[src/rtl/pci_irq_steer.sv]
module pci_irq_steer #(
  parameter int          NUM_SLOTS  = 4,
  parameter int          NUM_IRQS   = 16,
  parameter logic [7:0]  ROUTE_BASE = 8'h60,
  parameter logic [7:0]  ROUTE_RST  = 8'h80
) (
  input  logic                        clk,
  input  logic                        rst_n,
  input  logic [4*NUM_SLOTS-1:0]      slot_int,
  input  logic [7:0]                  cfg_addr,
  input  logic [7:0]                  cfg_wdata,
  input  logic                        cfg_wr,
  input  logic                        cfg_rd,
  output logic [7:0]                  cfg_rdata,
  output logic [NUM_IRQS-1:0]         irq_out,
  output logic [3:0]                  route_en,
  output logic [4*$clog2(NUM_IRQS)-1:0] route_num
);
  localparam int         NPIRQ = 4;
  localparam int         IW    = $clog2(NUM_IRQS);
  localparam logic [7:0] LIMIT = 8'(NUM_IRQS);

  logic [7:0]          route_q [NPIRQ];
  logic [NPIRQ-1:0]    pirq_lvl;
  logic [NUM_IRQS-1:0] irq_next;
  logic                win_hit;

  assign win_hit = (cfg_addr[7:2] == ROUTE_BASE[7:2]);

  for (genvar q = 0; q < NPIRQ; q++) begin : g_route
    always_ff @(posedge clk or negedge rst_n) begin
      if (!rst_n)
        route_q[q] <= ROUTE_RST;
      else if (cfg_wr && win_hit && cfg_addr[1:0] == 2'(q))
        route_q[q] <= cfg_wdata;
    end
    assign route_en[q] = route_q[q] < LIMIT;
    assign route_num[q*IW +: IW] = route_en[q] ? route_q[q][IW-1:0] : '0;
  end

  always_comb begin
    pirq_lvl = '0;
    for (int s = 0; s < NUM_SLOTS; s++)
      for (int p = 0; p < 4; p++)
        if (slot_int[s*4+p]) pirq_lvl[(p + s) % NPIRQ] = 1'b1;
  end

  always_comb begin
    irq_next = '0;
    for (int q = 0; q < NPIRQ; q++)
      if (route_en[q] && pirq_lvl[q]) irq_next[route_q[q][IW-1:0]] = 1'b1;
  end

  always_ff @(posedge clk or negedge rst_n) begin
    if (!rst_n) begin
      irq_out   <= '0;
      cfg_rdata <= '0;
    end else begin
      irq_out   <= irq_next;
      cfg_rdata <= (cfg_rd && win_hit) ? route_q[cfg_addr[1:0]] : 8'h00;
    end
  end
endmodule


[config.mk]
export PLATFORM = sky130hd
export DESIGN_NAME = pci_irq_steer
export DESIGN_NICKNAME = d
export VERILOG_FILES = /design/src/rtl/pci_irq_steer.sv
export SDC_FILE = /design/constraint.sdc
export NUM_CORES = 1
export LEC_CHECK = 0
export BUFFER_PORTS_ARGS = -buffer_cell sky130_fd_sc_hd__buf_2
export CAP_MARGIN = 20
export CORE_MARGIN = 2
export CORE_UTILIZATION = 53
export DETAILED_ROUTE_END_ITERATION = 12
export GPL_TIMING_DRIVEN = 0
export PLACE_DENSITY = 0.8
export SYNTH_ARGS = -nofsm -noshare
export SYNTH_HDL_FRONTEND = slang
export SYNTH_SLANG_ARGS = --single-unit
[constraint.sdc]
create_clock -name clk -period 2 [get_ports clk]
set_input_delay 0.2 -clock clk [delete_from_list [all_inputs] [get_ports clk]]
set_output_delay 0.2 -clock clk [all_outputs]
set_load 0.01 [all_outputs]
==> impl_metrics.toml <==
[routing]
drt-pass1-iter-count = 6
drt_iter0_markers = 421
detail_route.drc_violations = 0
routed_wl_um = 7450
drtAntennaViolNets = 0
via_per_inst = 6.03
route.detailed.wl_per_inst_um = 18.1
dr_total_vias = 2480

[pwr]
power_density_nw_per_um2 = 625
post-layout-total-power_mw = 2.28
leakage_nw = 1.77
ir_worst_vdd_v = 0.000519

[timing]
final-setup-viol-count = 0
setup_tns_ns = 0
max_clock_freq_ghz = 0.523
grt_setup_unrepaired = "no"
post-route-min-period_ns = 1.91
post-route-period-util = 0.957
final_report_max_slew_violation_count = 0
fin_worst_setup_slack_ns = 0.0862
final_hold_viol_count = 0
clock_skew_ns = 0.00604
max_slew.worst_pin.slew_ns = 0.701
worst_slew_margin_rel = 0.529

[worst_setup_path]
worst-endpoint-required_ns = 2.24
crit_slowest_cell = "or4_4"
worst_setup_path_start_kind = "flop"
timing.rr.start = "route_q[6]"
critical_path.cell_chain = "or4_4, nor4b_1, a22oi_1, nand3_1"
capture_point_of_the_worst_reg_to_reg_path = "irq_out[1]"
critical_path.endpoint_type = "flop"
critical_path_arrival_ns = 2.15
ff_to_ff_setup_slack_ns = 0.09
critical_path.n_buffers_inverters = 0
critPathMaxFanout = 5
cp_top_family = "simple AND/OR/NAND/NOR gates"
longest_individual_stage_delay_on_the_worst_path_ns = 0.59
r2r_cells = 4
critPathKind = "reg2reg"

[logic_synthesis]
seq_area_frac_synth = 0.461
synth_compound_area_frac = 0.0697
yosys.area_share.simple = 0.258
dominantRegCellSynth = "dfrtp_1"
synthesis.yosys.warnings = 0
ys_types = 48
synth-edff-count = 0
postSynthAreaPerCell_sq_um = 12.2
netlist.area_leader.share = 0.426
synthArstFlopShare = 1.00
synth.largest_area_cell = "dfrtp_1"
synthCells = 250
synth_xor_xnor_area_share = 0
dominant_combinational_cell_family_by_area_after_synthesis = "simple AND/OR/NAND/NOR gates"
synth.area.top_cells = "dfrtp_1, mux2_2, mux4_2, and2_1, dfstp_2"
syn-cell-area_sq_um = 3050
synth_nets = 286
synthAdderAreaFrac = 0
synth-seq-cells = 56
synth.mux.area_fraction = 0.178

[global_routing]
grt_antenna_before_repair = 1
grt_pass1_wl_um = 11800
grtUsageTotal = 0.240
number_of_global_route_vias_before_repair = 2311
globalRoute.totalOverflow = 0
grt_start_max_net_pins = 30

[layout]
layout-area-overhead-vs-synth_pct = 19.6
multiInputGateArea_sq_um = 1550
layout_common_cells = "buf_2, dfrtp_1, mux2_2"
nFillCells = 463
final_layout_size_suffix_gt1_frac = 0.469
post-route-util = 0.659
antennaDiodeCount = 0
sequential_cell_area_sq_um = 1410
layout_commonest_cell = "buf_2"
nets = 374

[place]
portBuffers = 79
detailedPlacementHpwl_um = 5620
gp_routability_congestion = 0.956
dpl_worst_slack_ns = 0.166

[die]
std_cell_rows = 27
die-area_sq_um = 6380
dieWidth_um = 79.9
floorplan.initialDensity = 0.551
fp.dieH_um = 79.9
core_sq_um = 5540
io-pin-count = 80

[job]
cap_violations = 0

[clock_network]
clkTransAtPathRegs_ns = 0.10
clk-insertion-delay-late_ns = 0.30
cts_sinks = 56
clock_tree.root_cell = "clkbuf_8"
tritoncts.num_buffers = 5
clock_tree_from_tritoncts = "yes"
h_tree_level_count = 2
clock_tree_buffer_depth = 2

[hold_path]
worst_hold_path.num_cells = 2
hold_start = "cfg_wdata[2]"
worst_hold_path_type = "in2reg"
min_to = "route_q[18]"

[run_status]
status = "complete, no violations"
[cell type report]
type,instances,area share
multi-input combinational,177,0.424
clock inverter,2,0.00343
clock buffer,6,0.0199
inverter,4,0.00412
buffer,12,0.0202
timing repair buffer,82,0.119
tap,72,0.0247
sequential,56,0.385
[logic make-up (layout without fill, tap and decap cells)]
group / after synthesis / in the layout
compound gates: 26 / 26
buf+inv: 17 / 106
flops: 56 / 56
mux: 40 / 40
simple gates: 111 / 111
[metrics by stage]
step / cell area [sq um] / instances / hold WS (ns)
after floorplan: 3050 / 250 / -0.0956
after global placement: 3540 / 401 / 0.466
after detailed placement: 3560 / 402 / 0.259
after CTS: 3650 / 411 / 0.153
after global routing: 3650 / 411 / 0.158
final: 3650 / 411 / 0.159
[Yosys cell counts, types with 2 or more instances]
library cell   n
and2_1        19
nand3b_2       2
nand4_1        9
nor4b_2        2
nor3_1         2
nor4_1         2
nand3_1       16
o221ai_1       3
mux4_2         7
nor4b_1        2
mux2_2        31
nor2_1        10
nor4_4         2
nor2_2         2
a22oi_1        7
nor4b_4        3
o211ai_1       6
buf_2          4
nor2b_1       15
nand2b_1       3
buf_4          2
dfstp_2        4
nand3b_1       3
dfrtp_1       52
inv_1          4
nand2_1        7
a32oi_1        5
or4_4          3
clkbuf_1       4
[metal layers]
layer / share of wire / routed length [um] / vias to the layer above / GRT usage
li1: - / - / 1122 / -
met1: 0.42 / 3130 / 1177 / 0.345
met2: 0.45 / 3380 / 157 / 0.360
met3: 0.11 / 794 / 24 / 0.0735
met4: 0.019 / 144 / 0 / 0.0542
met5: 0 / 0 / - / 0
[power breakdown]
| part | total [mW] | switching, mW | internal, mW |
|---|---|---|---|
| clock | 0.601 | 0.355 | 0.246 |
| combinational | 0.458 | 0.261 | 0.197 |
| sequential | 1.22 | 0.0403 | 1.18 |
| total | 2.28 | 0.657 | 1.62 |
[state kept, by name (all words and copies together), names as in the netlist]
register,count
cfg_rdata,8
route_q,32
irq_out,16
[how the worst max path moves through the flow]
stage	from	end	slack, ns	cells after the start
floorplan	route_q[14]	irq_out[7]	0.36	5
global placement	route_q[30]	irq_out[10]	0.09	4
detailed placement	route_q[30]	irq_out[10]	0.17	4
CTS	route_q[14]	route_num[11]	0.04	5
global route	route_q[6]	irq_out[13]	0.006	4
finish	route_q[6]	irq_out[1]	0.09	4
[repair_timing]
action                                  4_1_cts  5_1_grt
resized for setup                             1        0
setup buffers                                 0        1
hold buffers                                  1        0
endpoints found under the setup margin        1        3
pin swaps                                     0        0
cloned                                        0        0
hold endpoints to repair                     24        0
Power figures use the tool's default switching activity.
